==> config.mk <==
export PLATFORM = sky130hd
export DESIGN_NAME = idm_addr_unit
export DESIGN_NICKNAME = d
export VERILOG_FILES = /design/src/rtl/idm_pkg.sv /design/src/rtl/idm_decode.sv /design/src/rtl/idm_byte_ram.sv /design/src/rtl/idm_stack_ptr.sv /design/src/rtl/idm_addr_unit.sv
export SDC_FILE = /design/constraint.sdc
export NUM_CORES = 2
export LEC_CHECK = 0
export ABC_AREA = 1
export BUFFER_PORTS_ARGS = -buffer_cell sky130_fd_sc_hd__buf_2
export CORE_MARGIN = 1.5
export CORE_UTILIZATION = 45
export CTS_CLUSTER_SIZE = 16
export DETAILED_ROUTE_END_ITERATION = 8
export SLEW_MARGIN = 10
export SYNTH_ARGS = -nofsm -noshare
export SYNTH_HDL_FRONTEND = slang
export SYNTH_SLANG_ARGS = --single-unit
==> constraint.sdc <==
create_clock -name clk_i -period 3.4 [get_ports clk_i]
set_input_delay 0.17 -clock clk_i [delete_from_list [all_inputs] [get_ports clk_i]]
set_output_delay 0.17 -clock clk_i [all_outputs]
set_load 0.01 [all_outputs]
==> src/rtl/idm_pkg.sv <==
package idm_pkg;
  typedef enum logic [2:0] {
    MODE_DIR  = 3'd0,
    MODE_IND  = 3'd1,
    MODE_REG  = 3'd2,
    MODE_BIT  = 3'd3,
    MODE_PUSH = 3'd4,
    MODE_POP  = 3'd5,
    MODE_NOP6 = 3'd6,
    MODE_NOP7 = 3'd7
  } mode_e;

  typedef enum logic [2:0] {
    TGT_NONE,
    TGT_LOW,
    TGT_UP,
    TGT_SFR,
    TGT_SP
  } tgt_e;
endpackage

==> src/rtl/idm_decode.sv <==
module idm_decode
  import idm_pkg::*;
#(
  parameter int AW = 8,
  parameter logic [AW-1:0] SP_ADDR = 8'h81
) (
  input  mode_e         mode_i,
  input  logic [AW-1:0] addr_i,
  input  logic [2:0]    reg_idx_i,
  input  logic [1:0]    bank_i,
  input  logic [AW-1:0] sp_i,
  output tgt_e          tgt_o,
  output logic [AW-1:0] byte_addr_o,
  output logic [2:0]    bit_sel_o
);
  logic [AW-1:0] ind_addr;

  always_comb begin
    ind_addr    = addr_i;
    tgt_o       = TGT_NONE;
    byte_addr_o = addr_i;
    bit_sel_o   = 3'd0;
    unique case (mode_i)
      MODE_DIR: begin
        if (!addr_i[AW-1])        tgt_o = TGT_LOW;
        else if (addr_i == SP_ADDR) tgt_o = TGT_SP;
        else                      tgt_o = TGT_SFR;
      end
      MODE_IND, MODE_PUSH, MODE_POP: begin
        if (mode_i == MODE_PUSH)     ind_addr = sp_i + 1'b1;
        else if (mode_i == MODE_POP) ind_addr = sp_i;
        byte_addr_o = ind_addr;
        tgt_o       = ind_addr[AW-1] ? TGT_UP : TGT_LOW;
      end
      MODE_REG: begin
        tgt_o       = TGT_LOW;
        byte_addr_o = {3'b000, bank_i, reg_idx_i};
      end
      MODE_BIT: begin
        bit_sel_o = addr_i[2:0];
        if (!addr_i[AW-1]) begin
          tgt_o       = TGT_LOW;
          byte_addr_o = {4'b0010, addr_i[6:3]};
        end else begin
          tgt_o       = TGT_SFR;
          byte_addr_o = {addr_i[7:3], 3'b000};
        end
      end
      default: tgt_o = TGT_NONE;
    endcase
  end
endmodule

==> src/rtl/idm_byte_ram.sv <==
module idm_byte_ram #(
  parameter int DEPTH = 128,
  parameter int DW    = 8,
  localparam int IW   = $clog2(DEPTH)
) (
  input  logic          clk_i,
  input  logic          rst_ni,
  input  logic          we_i,
  input  logic [IW-1:0] idx_i,
  input  logic [DW-1:0] wdata_i,
  output logic [DW-1:0] rdata_o
);
  logic [DW-1:0] mem_q [DEPTH];

  always_ff @(posedge clk_i or negedge rst_ni) begin
    if (!rst_ni) begin
      for (int i = 0; i < DEPTH; i++) mem_q[i] <= '0;
    end else if (we_i) begin
      mem_q[idx_i] <= wdata_i;
    end
  end

  assign rdata_o = mem_q[idx_i];
endmodule

==> src/rtl/idm_stack_ptr.sv <==
module idm_stack_ptr #(
  parameter int AW = 8,
  parameter logic [AW-1:0] RESET_VAL = 8'h07
) (
  input  logic          clk_i,
  input  logic          rst_ni,
  input  logic          inc_i,
  input  logic          dec_i,
  input  logic          load_i,
  input  logic [AW-1:0] ldata_i,
  output logic [AW-1:0] sp_o
);
  always_ff @(posedge clk_i or negedge rst_ni) begin
    if (!rst_ni)     sp_o <= RESET_VAL;
    else if (load_i) sp_o <= ldata_i;
    else if (inc_i)  sp_o <= sp_o + 1'b1;
    else if (dec_i)  sp_o <= sp_o - 1'b1;
  end
endmodule

==> src/rtl/idm_addr_unit.sv <==
module idm_addr_unit
  import idm_pkg::*;
#(
  parameter bit   UPPER_EN = 1'b1,
  parameter int   AW       = 8,
  parameter logic [AW-1:0] SP_ADDR  = 8'h81,
  parameter logic [AW-1:0] SP_RESET = 8'h07,
  localparam int  HALF     = 2 ** (AW - 1),
  localparam int  HW       = AW - 1
) (
  input  logic          clk_i,
  input  logic          rst_ni,
  input  logic          req_i,
  input  logic [2:0]    mode_i,
  input  logic [AW-1:0] addr_i,
  input  logic [2:0]    reg_idx_i,
  input  logic [1:0]    bank_i,
  input  logic          we_i,
  input  logic [7:0]    wdata_i,
  input  logic          bit_i,
  output logic [7:0]    rdata_o,
  output logic          rbit_o,
  output logic [AW-1:0] sp_o,
  output logic [AW-1:0] sfr_addr_o,
  output logic          sfr_re_o,
  output logic          sfr_we_o,
  output logic [7:0]    sfr_wdata_o,
  input  logic [7:0]    sfr_rdata_i
);
  mode_e         mode;
  tgt_e          tgt;
  logic [AW-1:0] baddr;
  logic [2:0]    bsel;
  logic [AW-1:0] sp_q;
  logic [7:0]    low_rd, up_rd, cur_byte, new_byte;
  logic          is_bit, wr;

  assign mode = mode_e'(mode_i);

  idm_decode #(.AW(AW), .SP_ADDR(SP_ADDR)) u_dec (
    .mode_i     (mode),
    .addr_i     (addr_i),
    .reg_idx_i  (reg_idx_i),
    .bank_i     (bank_i),
    .sp_i       (sp_q),
    .tgt_o      (tgt),
    .byte_addr_o(baddr),
    .bit_sel_o  (bsel)
  );

  assign is_bit = (mode == MODE_BIT);
  assign wr = req_i && (mode == MODE_PUSH ||
              (we_i && (mode == MODE_DIR || mode == MODE_IND ||
                        mode == MODE_REG || is_bit)));

  always_comb begin
    unique case (tgt)
      TGT_LOW: cur_byte = low_rd;
      TGT_UP:  cur_byte = up_rd;
      TGT_SFR: cur_byte = sfr_rdata_i;
      TGT_SP:  cur_byte = sp_q;
      default: cur_byte = '0;
    endcase
  end

  // bit writes merge into the byte just read
  always_comb begin
    new_byte = wdata_i;
    if (is_bit) begin
      new_byte       = cur_byte;
      new_byte[bsel] = bit_i;
    end
  end

  idm_byte_ram #(.DEPTH(HALF)) u_low (
    .clk_i  (clk_i),
    .rst_ni (rst_ni),
    .we_i   (wr && tgt == TGT_LOW),
    .idx_i  (baddr[HW-1:0]),
    .wdata_i(new_byte),
    .rdata_o(low_rd)
  );

  generate
    if (UPPER_EN) begin : g_upper
      idm_byte_ram #(.DEPTH(HALF)) u_up (
        .clk_i  (clk_i),
        .rst_ni (rst_ni),
        .we_i   (wr && tgt == TGT_UP),
        .idx_i  (baddr[HW-1:0]),
        .wdata_i(new_byte),
        .rdata_o(up_rd)
      );
    end else begin : g_no_upper
      assign up_rd = '0;
    end
  endgenerate

  idm_stack_ptr #(.AW(AW), .RESET_VAL(SP_RESET)) u_sp (
    .clk_i  (clk_i),
    .rst_ni (rst_ni),
    .inc_i  (req_i && mode == MODE_PUSH),
    .dec_i  (req_i && mode == MODE_POP),
    .load_i (wr && tgt == TGT_SP),
    .ldata_i(new_byte),
    .sp_o   (sp_q)
  );

  assign sp_o        = sp_q;
  assign rdata_o     = req_i ? cur_byte : '0;
  assign rbit_o      = req_i && is_bit && cur_byte[bsel];
  assign sfr_addr_o  = baddr;
  assign sfr_re_o    = req_i && tgt == TGT_SFR && (is_bit || !we_i);
  assign sfr_we_o    = wr && tgt == TGT_SFR;
  assign sfr_wdata_o = new_byte;
endmodule

==> summary.txt <==
Synth
  • Netlist Area Pre-Place: between 0.1 and 0.15 mm^2
  • Cells after Synth: around 14k
  • Synth unique cells: 39
  • Sequential share of the synthesized area: between 50% and 60%
  • Synthesized flop and latch total: between 2k and 2.5k
  • Post-synth EDFFs: 0
  • Syn_nets: between 10k and 15k
  • Post-synth ARST share: 100%
  • Yosys warning total: 0
  • Avg Cell Area, Syn: 7.17 um^2
  • Ys flop type: dfrtp_1

Place
  • DP Wirelength: 268 mm
  • Routability Congestion: a little under 1
  • Port-buffer cells: 71
  • Dpl ws: -1.69 ns

Final layout
  • Most frequent cells in the layout: nand2_1, dfrtp_1, inv_1, o21ai_0, nor2_1
  • Fin nets: 15.1k
  • Share of cells above drive strength 1: 14.5%
  • Area Growth Syn to Fin: 24.8%
  • Commonest non-fill, non-tap cell in the layout: nand2_1

Critical path
  • Critical Path AT: 5.04 ns
  • Depth of the worst register-to-register path: 33
  • CP required: ~3.2 ns
  • CP endpoint kind: output pin
  • Worst R2R Setup Slack: -1.40 ns
  • FF-to-FF Start: u_sp.sp_o[0]
  • CP Max Fanout: 13
  • FF-to-FF End: g_upper.u_up.mem_q[116]
  • Most used cell along the critical path: buf_6
  • Worst Setup Start Kind: flop
  • Max stage delay on crit path: 0.59 ns
  • Slowest CP cell: dfstp_2
  • Worst setup path class: reg2out

STA
  • RSZ-0062 raised after global routing: true
  • Setup Skew: 0.0672 ns
  • Post-layout minimum cycle time: ~5.2 ns
  • Final Hold Fails: 0
  • Worst slew margin: between 20 and 30%
  • Hold Slack: 0.0619 ns
  • Final WS setup: -1.81 ns
  • Final worst-path cycle share: 153%
  • Max Slew Vio Count: 0
  • Setup violations, final: 2075
  • F_max: 192 MHz
  • Least-Margin Pin Slew: 1.08 ns

Route
  • Drt drc: 0
  • Top Metal Used: met5
  • Routed via count: 100k
  • Drt pass-1 iters: 8
  • Final ANT Viol Nets: 0
  • WL met3: a little under 40 mm
  • Final WL: just over 400 mm
  • DRT iter0 DRCs: 11.4k
  • WL met2: 181 mm
  • Via density: 5.47
  • Met1 Wirelength: 169 mm
  • Wirelength per Cell: 22.6 um

CTS
  • CTS H-Tree Depth: 4
  • Clock Latency Late Sink: 0.92 ns
  • CTS tree: yes
  • TritonCTS Buffers: approximately 230
  • Clock Path Buffers: 3
  • Root Buffer: clkbuf_16
  • Clock transition at path regs: 0.06 ns
  • Clock sinks: roughly 2.1k

Die
  • Core Box Area: 0.227 mm^2
  • Initial Util: a little under half
  • FP Rows: 175
  • Die Footprint: 0.231 mm^2
  • Vert. Die Dim: about 480 um
  • Die width: 481 um
  • Ports: 72

Global route
  • Global-route wire length before repair: a little over 600 mm
  • Vias in the first global route: 95.7k
  • GR Util All Layers: 34.8%
  • Initial antenna violation count: 12
  • Total gr overflow: 0
  • Largest net degree at the start of global routing: 157

Outcome
  • Failing checks: negative setup slack
  • Status: complete, but fails checks

Pwr
  • PD cells: 513 mW/mm^2
  • P_leak: 0.0658 uW
  • Worst IR Drop VDD: 462 uV

Hold path
  • HP Class: in2async

Job
  • Max Cap Viol: 0
registers in the layout, indices dropped and copies added, names as in the netlist:
register / cells
g_upper.u_up.mem_q: 1024
u_sp.sp_o: 8
u_low.mem_q: 1024
what timing repair did:
action	4_1_cts	5_1_grt
pin swaps	86	71
gates cloned	20	22
endpoints found under the setup margin	2074	2075
hold endpoints to repair	1363	0
buffers inserted	60	50
gates resized for setup	424	239
hold buffers	11	0
worst max path at each step:
stage / slack, ns / start / cells past startpoint / to
after detailed placement: -1.69 / u_sp.sp_o[0] / 28 / rbit_o
final: -1.81 / u_sp.sp_o[0] / 29 / rbit_o
after CTS: -1.71 / u_sp.sp_o[0] / 26 / sfr_wdata_o[5]
after global routing: -1.91 / u_sp.sp_o[0] / 28 / rbit_o
after floorplan: -0.002 / u_sp.sp_o[0] / 25 / u_sp.sp_o[5]
after global placement: -1.66 / u_sp.sp_o[1] / 28 / rbit_o
critical path, delay by kind of cell (launching register included):
family,cells,cell delay (ns)
flops,1,0.59
simple gates,15,1.41
compound gates,2,0.38
fa+ha+maj,1,0.26
buf+inv,11,1.45
through the flow:
step / std cells / util, % / cell area, um^2 / TNS (ns) / total power [uW]
after CTS: 18200 / 55.6 / 126000 / -1924.69 / 65000
after global routing: 18300 / 56.4 / 128000 / -2337.46 / 67900
after global placement: 17700 / 51.0 / 116000 / -2887.38 / 37900
final: 18300 / 56.4 / 128000 / -2173.38 / 65800
after detailed placement: 17700 / 51.0 / 116000 / -2958.21 / 38000
after floorplan: 14300 / - / 103000 / -0.00220 / 31800
cell type report:
cell class	instances	area, um^2
Timing Repair Buffer	1459	16000
Inverter	1196	4560
Fill cell	21100	98900
Clock buffer	348	6800
Sequential cell	2056	51500
Timing Repair inverter	1	16.3
Antenna cell	8	20.0
Clock inverter	72	1070
Tap cell	3009	3760
Multi-Input combinational cell	10100	44500
synth_stat cells (all sizes together) (16+ instances only):
cell	n	area (um^2)
nand3	53	265
o21ai	1632	8200
nor2	1246	4700
nor3	163	816
nand3b	173	1300
inv	1193	4480
clkbuf	461	1730
a21oi	24	124
nand4	27	169
a31oi	482	3020
buf	465	2420
dfrtp	2053	51400
o21bai	16	120
nand2	6291	23600
metal layers:
metal / GRT usage [%] / up-vias
li1: - / 46100
met1: 47.3 / 48300
met2: 52.9 / 4698
met3: 7.06 / 994
met4: 17.3 / 6
met5: 0 / -
kinds of logic (layout without fill, tap and decap cells):
group / Yosys count / after routing / share of synthesized area, %
DFF: 2056 / 2056 / 50.1
and+or+nand+nor: 7957 / 7957 / 30.1
buffers and inverters: 2122 / 3076 / 8.42
AOI/OAI and AO/OA: 2174 / 2174 / 11.3
adders and majority gates: 2 / 2 / 0.0244
xor gates and xnor gates: 5 / 5 / 0.0426
other: 0 / 8 / 0
where the power goes:
group,switching (uW),internal [uW],total (uW)
Clock,10800,15300,26100
Sequential,376,25300,25700
Combinational,9120,4790,13900
(Power assumes the default switching activity.)
